File: config.mk
export PLATFORM = sky130hd
export DESIGN_NAME = gpio_irq_port
export DESIGN_NICKNAME = d
export VERILOG_FILES = /design/src/rtl/gpio_irq_pkg.sv /design/src/rtl/gpio_in_sync.sv /design/src/rtl/gpio_sense_cell.sv /design/src/rtl/gpio_irq_port.sv
export SDC_FILE = /design/constraint.sdc
export NUM_CORES = 1
export LEC_CHECK = 0
export ABC_CLOCK_PERIOD_IN_PS = 3300
export BUFFER_PORTS_ARGS = -buffer_cell sky130_fd_sc_hd__buf_2
export CORE_AREA = 4 4 252 254
export DETAILED_ROUTE_END_ITERATION = 6
export DIE_AREA = 0 0 256 258
export PLACE_DENSITY = 0.41
export REMOVE_ABC_BUFFERS = 1
export SYNTH_ARGS = -nofsm -noshare
export SYNTH_HDL_FRONTEND = slang
export SYNTH_SLANG_ARGS = --single-unit
File: constraint.sdc
create_clock -name clk -period 3.3 [get_ports clk]
set_clock_uncertainty 0.1 [all_clocks]
set_input_delay 0.66 -clock clk [delete_from_list [all_inputs] [get_ports clk]]
set_output_delay 0.66 -clock clk [all_outputs]
set_load 0.03 [all_outputs]
File: src/rtl/gpio_irq_pkg.sv
`timescale 1ns/1ps
package gpio_irq_pkg;
   localparam int BUS_W  = 32;
   localparam int ADDR_W = 5;

   typedef enum logic [1:0] {
      SENSE_LOW  = 2'd0,
      SENSE_HIGH = 2'd1,
      SENSE_RISE = 2'd2,
      SENSE_FALL = 2'd3
   } sense_e;

   // word index = byte address / 4
   localparam logic [2:0] IDX_OUT   = 3'd0;
   localparam logic [2:0] IDX_DIR   = 3'd1;
   localparam logic [2:0] IDX_PAD   = 3'd2;
   localparam logic [2:0] IDX_CFGL  = 3'd3;
   localparam logic [2:0] IDX_CFGH  = 3'd4;
   localparam logic [2:0] IDX_MASK  = 3'd5;
   localparam logic [2:0] IDX_STAT  = 3'd6;
   localparam logic [2:0] IDX_ANYE  = 3'd7;
endpackage

File: src/rtl/gpio_in_sync.sv
`timescale 1ns/1ps
module gpio_in_sync #(
   parameter int W      = 32,
   parameter int STAGES = 2
) (
   input  logic         clk,
   input  logic         rst_n,
   input  logic [W-1:0] pad,
   output logic [W-1:0] lvl,
   output logic [W-1:0] lvl_d
);
   if (STAGES < 2) begin : g_bad_stages
      $error("gpio_in_sync: STAGES must be at least 2");
   end

   logic [W-1:0] stg [STAGES];

   always_ff @(posedge clk or negedge rst_n) begin
      if (!rst_n) stg[0] <= '0;
      else        stg[0] <= pad;
   end

   for (genvar s = 1; s < STAGES; s++) begin : g_stage
      always_ff @(posedge clk or negedge rst_n) begin
         if (!rst_n) stg[s] <= '0;
         else        stg[s] <= stg[s-1];
      end
   end

   always_ff @(posedge clk or negedge rst_n) begin
      if (!rst_n) lvl_d <= '0;
      else        lvl_d <= stg[STAGES-1];
   end

   assign lvl = stg[STAGES-1];
endmodule

File: src/rtl/gpio_sense_cell.sv
`timescale 1ns/1ps
module gpio_sense_cell
   import gpio_irq_pkg::*;
(
   input  logic       clk,
   input  logic       rst_n,
   input  logic       lvl,
   input  logic       lvl_d,
   input  logic [1:0] code,
   input  logic       any_edge,
   input  logic       clr,
   output logic       stat
);
   logic evt;

   always_comb begin
      if (any_edge) begin
         evt = lvl ^ lvl_d;
      end else begin
         unique case (code)
            SENSE_LOW:  evt = ~lvl;
            SENSE_HIGH: evt = lvl;
            SENSE_RISE: evt = lvl & ~lvl_d;
            default:    evt = ~lvl & lvl_d;
         endcase
      end
   end

   // event has priority over a clearing write
   always_ff @(posedge clk or negedge rst_n) begin
      if (!rst_n) stat <= 1'b0;
      else        stat <= evt | (stat & ~clr);
   end


   set_beats_clear_chk: assert property (@(posedge clk) disable iff (!rst_n)
      (evt && clr) |=> stat);


   clear_only_by_write_chk: assert property (@(posedge clk) disable iff (!rst_n)
      $fell(stat) |-> $past(clr));


   level_holds_chk: assert property (@(posedge clk) disable iff (!rst_n)
      (!any_edge && code == SENSE_LOW && !lvl) |=> stat);


   any_edge_chk: assert property (@(posedge clk) disable iff (!rst_n)
      (any_edge && (lvl != lvl_d)) |=> stat);
endmodule

File: src/rtl/gpio_irq_port.sv
`timescale 1ns/1ps
module gpio_irq_port
   import gpio_irq_pkg::*;
#(
   parameter int NPINS       = 32,
   parameter int SYNC_STAGES = 2
) (
   input  logic              clk,
   input  logic              rst_n,
   input  logic [ADDR_W-1:0] bus_addr,
   input  logic              bus_we,
   input  logic [BUS_W-1:0]  bus_wdata,
   output logic [BUS_W-1:0]  bus_rdata,
   input  logic [NPINS-1:0]  pad_in,
   output logic [NPINS-1:0]  pad_out,
   output logic [NPINS-1:0]  pad_oe,
   output logic              irq
);
   localparam int FIELDS = BUS_W / 2;   // sense fields per config word

   if (NPINS < 1 || NPINS > BUS_W) begin : g_bad_npins
      $error("gpio_irq_port: NPINS must be 1..32");
   end

   logic [2:0]       widx;
   logic [NPINS-1:0] out_q, dir_q, mask_q, anye_q, stat;
   logic [BUS_W-1:0] cfgl_q, cfgh_q;
   logic [NPINS-1:0] lvl, lvl_d, clr;
   logic             irq_q;

   assign widx = bus_addr[4:2];
   assign clr  = (bus_we && widx == IDX_STAT) ? bus_wdata[NPINS-1:0] : '0;

   always_ff @(posedge clk or negedge rst_n) begin
      if (!rst_n) begin
         out_q  <= '0;
         dir_q  <= '0;
         mask_q <= '0;
         anye_q <= '0;
         cfgl_q <= '0;
         cfgh_q <= '0;
      end else if (bus_we) begin
         unique case (widx)
            IDX_OUT:  out_q  <= bus_wdata[NPINS-1:0];
            IDX_DIR:  dir_q  <= bus_wdata[NPINS-1:0];
            IDX_CFGL: cfgl_q <= bus_wdata;
            IDX_CFGH: cfgh_q <= bus_wdata;
            IDX_MASK: mask_q <= bus_wdata[NPINS-1:0];
            IDX_ANYE: anye_q <= bus_wdata[NPINS-1:0];
            default:  ;
         endcase
      end
   end

   gpio_in_sync #(.W(NPINS), .STAGES(SYNC_STAGES)) u_sync (
      .clk   (clk),
      .rst_n (rst_n),
      .pad   (pad_in),
      .lvl   (lvl),
      .lvl_d (lvl_d)
   );

   for (genvar p = 0; p < NPINS; p++) begin : g_pin
      logic [1:0] code;
      if (p < FIELDS) begin : g_lo
         assign code = cfgl_q[2*p +: 2];
      end else begin : g_hi
         assign code = cfgh_q[2*(p-FIELDS) +: 2];
      end
      gpio_sense_cell u_cell (
         .clk      (clk),
         .rst_n    (rst_n),
         .lvl      (lvl[p]),
         .lvl_d    (lvl_d[p]),
         .code     (code),
         .any_edge (anye_q[p]),
         .clr      (clr[p]),
         .stat     (stat[p])
      );
   end

   always_ff @(posedge clk or negedge rst_n) begin
      if (!rst_n) irq_q <= 1'b0;
      else        irq_q <= |(stat & mask_q);
   end

   always_comb begin
      bus_rdata = '0;
      unique case (widx)
         IDX_OUT:  bus_rdata[NPINS-1:0] = out_q;
         IDX_DIR:  bus_rdata[NPINS-1:0] = dir_q;
         IDX_PAD:  bus_rdata[NPINS-1:0] = lvl;
         IDX_CFGL: bus_rdata            = cfgl_q;
         IDX_CFGH: bus_rdata            = cfgh_q;
         IDX_MASK: bus_rdata[NPINS-1:0] = mask_q;
         IDX_STAT: bus_rdata[NPINS-1:0] = stat;
         default:  bus_rdata[NPINS-1:0] = anye_q;
      endcase
   end

   assign pad_out = out_q;
   assign pad_oe  = dir_q;
   assign irq     = irq_q;


   irq_rise_cause_chk: assert property (@(posedge clk) disable iff (!rst_n)
      $rose(irq) |-> $past(|(stat & mask_q)));


   irq_follow_chk: assert property (@(posedge clk) disable iff (!rst_n)
      (|(stat & mask_q)) |=> irq);


   dir_write_chk: assert property (@(posedge clk) disable iff (!rst_n)
      (bus_we && widx == IDX_DIR) |=> (pad_oe == $past(bus_wdata[NPINS-1:0])));


   out_write_chk: assert property (@(posedge clk) disable iff (!rst_n)
      (bus_we && widx == IDX_OUT) |=> (pad_out == $past(bus_wdata[NPINS-1:0])));
endmodule

== Word-level counts from Yosys, hierarchy flattened ==
Index checks and enable logic that the tools add are counted.
W data, S select, Z words.

* Equal/unequal tests: 71
* Multiplexer cells: 66
* Bitwise gates (word level): 257
* Reduce and logical (&&, ||, !) cells: 41

{| class="wikitable"
|+ Operator list
! cell !! count
|-
| $pmux W32 S7 || 1
|-
| $and A1 B1 Y1 || 96
|-
| $not A1 Y1 || 96
|-
| $pmux W1 S3 || 32
|-
| $eq A2 B1 Y1 const B || 32
|-
| $eq A2 B2 Y1 const B || 32
|-
| $logic_not A2 Y1 || 32
|-
| $and A32 B32 Y32 || 1
|-
| $mux W1 || 32
|-
| $mux W32 || 1
|-
| $or A1 B1 Y1 || 32
|-
| $reduce_or A32 Y1 || 1
|-
| $xor A1 B1 Y1 || 32
|-
| $eq A3 B3 Y1 const B || 4
|-
| $reduce_and A2 Y1 || 6
|-
| $eq A3 B2 Y1 const B || 2
|-
| $eq A3 B1 Y1 const B || 1
|-
| $logic_not A3 Y1 || 1
|-
| $logic_and A1 B1 Y1 || 1
|}

* Bits in registers: 321
* Bits of input ports: 72
* Output and inout port bits: 97
* Word-level logic and storage cells: 477

== Logic depth before layout (Yosys ltp) ==
Gate-level depths: netlist (run 1).

* Depth in word-level cells: 6
* Gate-level depth with buffers: 7

== Cells and area by module ==
Synthesis (run 1) repeated with hierarchy kept, for this count alone.

* Cells, all modules: 1165
* Area total of the unflattened synthesis: 15451.1 µm²

{| class="wikitable"
|+ By module, submodules not included
! module !! times used !! cells an instance !! area an instance (µm²) !! sequential area each (µm²)
|-
| gpio_irq_port || 1 || 685 || 9405.3 || 4829.6
|-
| gpio_sense_cell || 32 || 11 || 106.4 || 25.0
|-
| gpio_in_sync || 1 || 128 || 2642.5 || 2402.3
|}

== Worst setup path after synthesis (run 1) ==
OpenSTA, ideal clock, no wires.

* Path type: input to output
* From: input bus_addr[3]
* To: output bus_rdata[28]
* Arrival: 2.071 ns
* Required time: 2.540 ns
* Path slack: 0.469 ns
* Stages: 6
* Path buffers: 3
* Cell sequence: buf_4 > buf_6 > buf_6 > mux2i_1 > o311a_1 > a31oi_1

* Cells in the longest elaborated chain, start to end: 2
* Elaborated cells on any way between the ends: 8

{| class="wikitable"
|+ Ends and longest elaborated chain
! item !! RTL line !! RTL
|-
| start: declaration || gpio_irq_port.sv:10 || <nowiki>input logic [ADDR_W-1:0] bus_addr,</nowiki>
|-
| $eq A3 B3 Y1, or another cell as far along || gpio_irq_port.sv:89 || <nowiki>unique case (widx)</nowiki>
|-
| $pmux W32 S7 * || gpio_irq_port.sv:89 ||
|-
| end: declaration || gpio_irq_port.sv:13 || <nowiki>output logic [BUS_W-1:0] bus_rdata,</nowiki>
|}

Mark *: on every way between the ends. The rest lies on a longest branch, timed or not.

== Worst setup path in the final report (run 1) ==
* From: input bus_addr[3]
* To: output bus_rdata[2]

Same word-level chain as after synthesis.

==> results.sh, run 1 <==
export IMPL_outcome="complete, no violations"
export IMPL_synth_top_area_frac=0.529
export IMPL_cts_buffers=40
export IMPL_insertion_delay_ns=0.55
export IMPL_place_gp_congestion=0.750
export IMPL_worstSetupEndpointType="output pin"
export IMPL_clkSlewWorstSetupHoldPaths_ns=0.05
export IMPL_gr_total_overflow=0
export IMPL_avgSynthCellArea_sq_um=12.3
export IMPL_power_leakage_nw=8.32
export IMPL_highest_layer="met5"
export IMPL_drc=0
export IMPL_ff2ff_path_depth=3
export IMPL_finalPower_mw=12.0
export IMPL_fillers=6280
export IMPL_yosysUniqueCellTypes=42
export IMPL_grt_pass1_vias=11000
export IMPL_drtPass1Iterations=4
export IMPL_finalSetupTns_ns=0
export IMPL_cts_resized=0
export IMPL_finalCriticalPeriod_ns=2.97
export IMPL_clock_sinks=321
export IMPL_met2WireLength_microns=23500
export IMPL_via_per_inst=4.57
export IMPL_hold_violations=0
export IMPL_syn_to_final_growth_pct=21.7
export IMPL_cts_tree="built"
export IMPL_path_delay_family="buffers and inverters"
export IMPL_grt_pass1_wl_microns=72900
export IMPL_reg2reg_from="mask_q[18]$_DFFE_PN0P_"
export IMPL_path_max_fanout=37
export IMPL_yosysTopAreaCell="dfrtp_1"
export IMPL_h_tree_depth=2
export IMPL_ctsHoldBuffers=0
export IMPL_antenna_cells=0
export IMPL_rsz0062_at_grt="false"
export IMPL_wl_microns=48100
export IMPL_max_freq_mhz=337
export IMPL_boundaryPins=169
export IMPL_die_y_microns=258
export IMPL_routedWlPerCell_microns=21.5
export IMPL_antenna_found_initial=2
export IMPL_synth_flop_cell="dfrtp_1"
export IMPL_synthCells=1235
export IMPL_die_area_sq_mm=0.0660
export IMPL_met1Wirelength_microns=21900
export IMPL_rrSetupSlack_ns=1.30
export IMPL_via_count=10200
export IMPL_start_util=0.248
export IMPL_power_density_mw_per_mm2=652
export IMPL_post_dp_hpwl_microns=33700
export IMPL_synth_seq_area_share=0.529
export IMPL_cts_setup_buffers=0
export IMPL_crit_slowest_cell="mux2_2"
export IMPL_critical_path_arrival_ns=2.21
export IMPL_hold_class="in2async"
export IMPL_worstMarginPinSlew_ns=0.752
export IMPL_cp_required_ns=2.54
export IMPL_finalCritPeriodShare=0.899
export IMPL_portBuffers=166
export IMPL_rows=91
export IMPL_drv_slew=0
export IMPL_crit_chain="buf_4 > buf_12 > mux2_2 > o221ai_1 > a21oi_1 > buf_2"
export IMPL_synth_edff_count=0
export IMPL_vdd_ir_drop_max_v=0.000284
export IMPL_path_buf_inv=3
export IMPL_ant_nets=0
export IMPL_core_area_sq_mm=0.0613
export IMPL_drt_iter0_drc=548
export IMPL_synth_area_leaders="dfrtp_1 53%, mux2_2 14%, ha_1 5.3%, mux4_2 4.0%, o21ai_0 3.2%"
export IMPL_place_ws_ns=0.310
export IMPL_async_flop_share=1.00
export IMPL_crit_type="in2out"
export IMPL_cpPeakStageDelay_ns=0.37
export IMPL_max_cap_violations=0
export IMPL_layout_drive_gt1_share=0.335
export IMPL_synth_most_common_cell="dfrtp_1"
export IMPL_fp_dieW_microns=256
export IMPL_ys_top_cells_by_count="321 x dfrtp_1, 186 x mux2_2, 98 x o21ai_0"
export IMPL_startpoint_type="primary input"
export IMPL_wl_met3_microns=1770
export IMPL_setup_viol_count_final=0
export IMPL_worst_r2r_endpoint="irq$_DFF_PN0_"
export IMPL_relSlewSlack=0.499
export IMPL_final_cells=2236
export IMPL_cts_root_buffer="clkbuf_16"
export IMPL_grt_total_usage=0.145
export IMPL_place_inst=2167
export IMPL_fin_nets=1555
export IMPL_cts_buffer_depth=3
export IMPL_yosys_register_bits=321
export IMPL_ys_warn_count=0
export IMPL_syn_cell_area_sq_mm=0.0152
export IMPL_fin_ws_ns=0.334
export IMPL_grt_max_degree=80
## stage by stage
| step | hold slack, ns | cell area [sq um] | util |
|---|---|---|---|
| floorplan | 0.231 | 14800 | - |
| global placement | 0.235 | 17200 | 0.280 |
| detailed placement | 0.235 | 17200 | 0.280 |
| CTS | 0.0257 | 18500 | 0.302 |
| global route | 0.0465 | 18500 | 0.302 |
| finish | 0.00721 | 18500 | 0.302 |
## worst max path at each step
stage / startpoint / end / slack (ns) / depth (start not counted)
after floorplan: bus_addr[3] / bus_rdata[0] / 0.60 / 3
after global placement: bus_addr[3] / bus_rdata[12] / 0.31 / 6
after detailed placement: bus_addr[2] / bus_rdata[3] / 0.31 / 5
after CTS: bus_addr[2] / bus_rdata[3] / 0.32 / 5
after global routing: bus_addr[2] / bus_rdata[2] / 0.23 / 6
final: bus_addr[3] / bus_rdata[2] / 0.33 / 6
## worst reg2reg max path, cell delays in order, from the launching register on
cell     delay [ns]
dfrtp_1        0.39
a22oi_1        0.51
nand4_1        0.20
or4_1          0.64
## metal layers
metal	vias up	GRT usage
li1	4727	-
met1	5253	0.192
met2	169	0.244
met3	64	0.0279
met4	2	0.0369
met5	-	0
## cells in the final DEF, fill, tap and decap left out, types with 22 or more instances in the layout
cell	Yosys	layout
buf_2	19	163
mux2_2	186	186
nand2b_1	36	36
buf_4	18	22
dfrtp_1	321	321
o21ai_0	98	98
mux4_2	27	27
xnor2_1	32	32
nand2_1	90	90
inv_1	97	97
nor2_1	37	37
ha_1	64	64
mux2i_1	33	33
o221ai_1	27	27
a21oi_1	31	31
o211ai_1	33	33
clkbuf_16	0	41
## layout make-up
cell class	count	area, sq um	share of cell area
clock buffers	57	1180	0.0637
clock inverters	12	144	0.00779
inverters	97	364	0.0197
multi-input cells	757	6450	0.349
flip-flops and latches	321	8030	0.435
well taps	790	988	0.0535
repair buffers	202	1320	0.0713
## registers in the layout, indices dropped and copies added (netlist names)
signal,flops
anye_q,32
cfgh_q,32
cfgl_q,32
g_pin.u_cell.stat,32
mask_q,32
pad_oe,32
pad_out,32
u_sync.lvl,32
u_sync.lvl_d,32
u_sync.stg,32
irq,1
## cell families after synthesis
kind of cell             share of synthesized area
XOR/XNOR                                    0.0185
multiplexers                                 0.204
AO/OA/AOI/OAI                               0.0891
adder cells (fa/ha/maj)                     0.0528
AND/OR/NAND/NOR                             0.0611
flip-flops                                   0.529
buffers and inverters                       0.0459
## power by group
| group | internal (mW) | switching [mW] |
|---|---|---|
| logic | 1.06 | 1.35 |
| registers | 4.53 | 0.652 |
| clock network | 2.71 | 1.74 |
| total | 8.30 | 3.75 |
No activity file was read; power rests on OpenSTA's default activity.
==> inputs of run 2 (changes only) <==
Settings changed: CORE_AREA 4 4 252 254 to 2 2 250 252, DIE_AREA 0 0 256 258 to 0 0 252 254, MAX_ROUTING_LAYER set to met4.
==> results.sh, run 2 (same netlist as run 1, synthesis figures left out) <==
export IMPL_fin_nets=1554
export IMPL_outcome="complete, no violations"
export IMPL_critical_path_arrival_ns=2.24
export IMPL_insertion_delay_ns=0.56
export IMPL_clkSlewWorstSetupHoldPaths_ns=0.06
export IMPL_drtPass1Iterations=4
export IMPL_rows=91
export IMPL_post_dp_hpwl_microns=32600
export IMPL_antenna_cells=0
export IMPL_crit_type="in2out"
export IMPL_boundaryPins=169
export IMPL_path_max_fanout=19
export IMPL_cts_setup_buffers=0
export IMPL_startpoint_type="primary input"
export IMPL_whs_path_depth=1
export IMPL_cp_required_ns=2.54
export IMPL_holdPathEnd="u_sync.stg[40]$_DFF_PN0_"
export IMPL_final_util=0.301
export IMPL_h_tree_depth=2
export IMPL_worstHoldStart="pad_in[8]"
export IMPL_wl_microns=46900
export IMPL_gr_total_overflow=0
export IMPL_core_area_sq_mm=0.0613
export IMPL_ff2ff_path_depth=3
export IMPL_drt_iter0_drc=614
export IMPL_power_density_mw_per_mm2=648
export IMPL_antenna_found_initial=0
export IMPL_grt_total_usage=0.152
export IMPL_relSlewSlack=0.565
export IMPL_final_cell_mix="321 x dfrtp_1, 186 x mux2_2, 163 x buf_2"
export IMPL_worstSetupEndpointType="output pin"
export IMPL_cts_tree="built"
export IMPL_via_per_inst=4.53
export IMPL_die_area_sq_mm=0.0640
export IMPL_max_cap_violations=0
export IMPL_layout_drive_gt1_share=0.333
export IMPL_cts_buffer_depth=3
export IMPL_reg2reg_from="g_pin[18].u_cell.stat$_DFF_PN0_"
export IMPL_vdd_ir_drop_max_v=0.000269
export IMPL_finalCritPeriodShare=0.908
export IMPL_layout_commonest_cell="dfrtp_1"
export IMPL_via_count=10100
export IMPL_start_util=0.248
export IMPL_cts_resized=0
export IMPL_power_leakage_nw=8.30
export IMPL_worstMarginPinSlew_ns=0.653
export IMPL_rrSetupSlack_ns=1.23
export IMPL_drc=0
export IMPL_hold_violations=0
export IMPL_drv_slew=0
export IMPL_portBuffers=166
export IMPL_finalCriticalPeriod_ns=3.00
export IMPL_syn_to_final_growth_pct=21.5
export IMPL_routedWlPerCell_microns=21.0
export IMPL_ant_nets=0
export IMPL_setup_viol_count_final=0
export IMPL_cts_root_buffer="clkbuf_16"
export IMPL_place_gp_congestion=0.773
export IMPL_clock_sinks=321
export IMPL_die_y_microns=254
export IMPL_cts_buffers=39
export IMPL_hold_class="in2reg"
export IMPL_fp_dieW_microns=252
export IMPL_worst_r2r_endpoint="irq$_DFF_PN0_"
export IMPL_grt_pass1_vias=10600
export IMPL_grt_pass1_wl_microns=70400
export IMPL_rsz0062_at_grt="false"
export IMPL_grt_max_degree=94
export IMPL_finalSetupTns_ns=0
export IMPL_max_freq_mhz=334
## run 2: cell types whose count changed in the layout (fill, tap and decap cells not counted), sizes merged
cell | previous run | this run
clkbuf | 57 | 55
buf | 202 | 201
clkinv | 7 | 6
clkinvlp | 1 | 2
dlygate4sd3 | 0 | 1
inv | 98 | 97
## run 2: repair_timing
| item | CTS | global route |
|---|---|---|
| hold buffers | 1 | 0 |
| endpoints found under the setup margin | 0 | 0 |
| endpoints found under the hold margin | 27 | 0 |
## run 2: worst max-delay path by stage
stage / from / cells past startpoint / slack, ns / to
final: bus_addr[4] / 6 / 0.30 / bus_rdata[6]
after detailed placement: bus_addr[4] / 6 / 0.29 / bus_rdata[3]
after floorplan: bus_addr[3] / 3 / 0.60 / bus_rdata[0]
after global placement: bus_addr[4] / 6 / 0.30 / bus_rdata[3]
after CTS: bus_addr[4] / 6 / 0.29 / bus_rdata[3]
after global routing: bus_addr[4] / 6 / 0.21 / bus_rdata[6]
## run 2: where the power goes
part / internal (mW) / switching (mW) / total, mW / leakage [nW]
Clock: 2.65 / 1.72 / 4.37 / 0.630
Sequential: 4.53 / 0.651 / 5.18 / 3.76
Combinational: 1.06 / 1.35 / 2.41 / 3.91
Total: 8.23 / 3.72 / 12.0 / 8.30
## run 2: worst max-delay path, cell delays in order
cell,delay (ns)
buf_4,0.32
buf_4,0.32
mux4_2,0.52
nand2_1,0.08
a21oi_1,0.11
buf_2,0.20
## run 2: layer usage
metal,vias to the layer above,global-route usage,wire length (microns)
li1,4718,-,-
met1,5141,0.196,21400
met2,188,0.243,22400
met3,64,0.0291,1920
met4,0,0.0465,1210
met5,-,-,0
## run 2: final cells by class
class / instances / area, sq um
clock inverters: 11 / 135
flip-flops and latches: 321 / 8030
fillers: 6283 / 42800
well taps: 790 / 988
clock buffers: 55 / 1150
repair buffers: 202 / 1320
inverters: 97 / 364
multi-input cells: 757 / 6450
## run 2: stage by stage
stage                     hold slack [ns]  setup WS, ns  total power [mW]  cell area, sq um  cells
after CTS                          0.0721         0.289              12.2             18400   2233
after global routing               0.0720         0.215              12.6             18400   2233
after detailed placement            0.235         0.291              7.71             17100   2166
after floorplan                     0.231         0.604              6.61             14800   1175
after global placement              0.235         0.303              7.68             17100   2166
final                               0.106         0.304              12.0             18400   2233
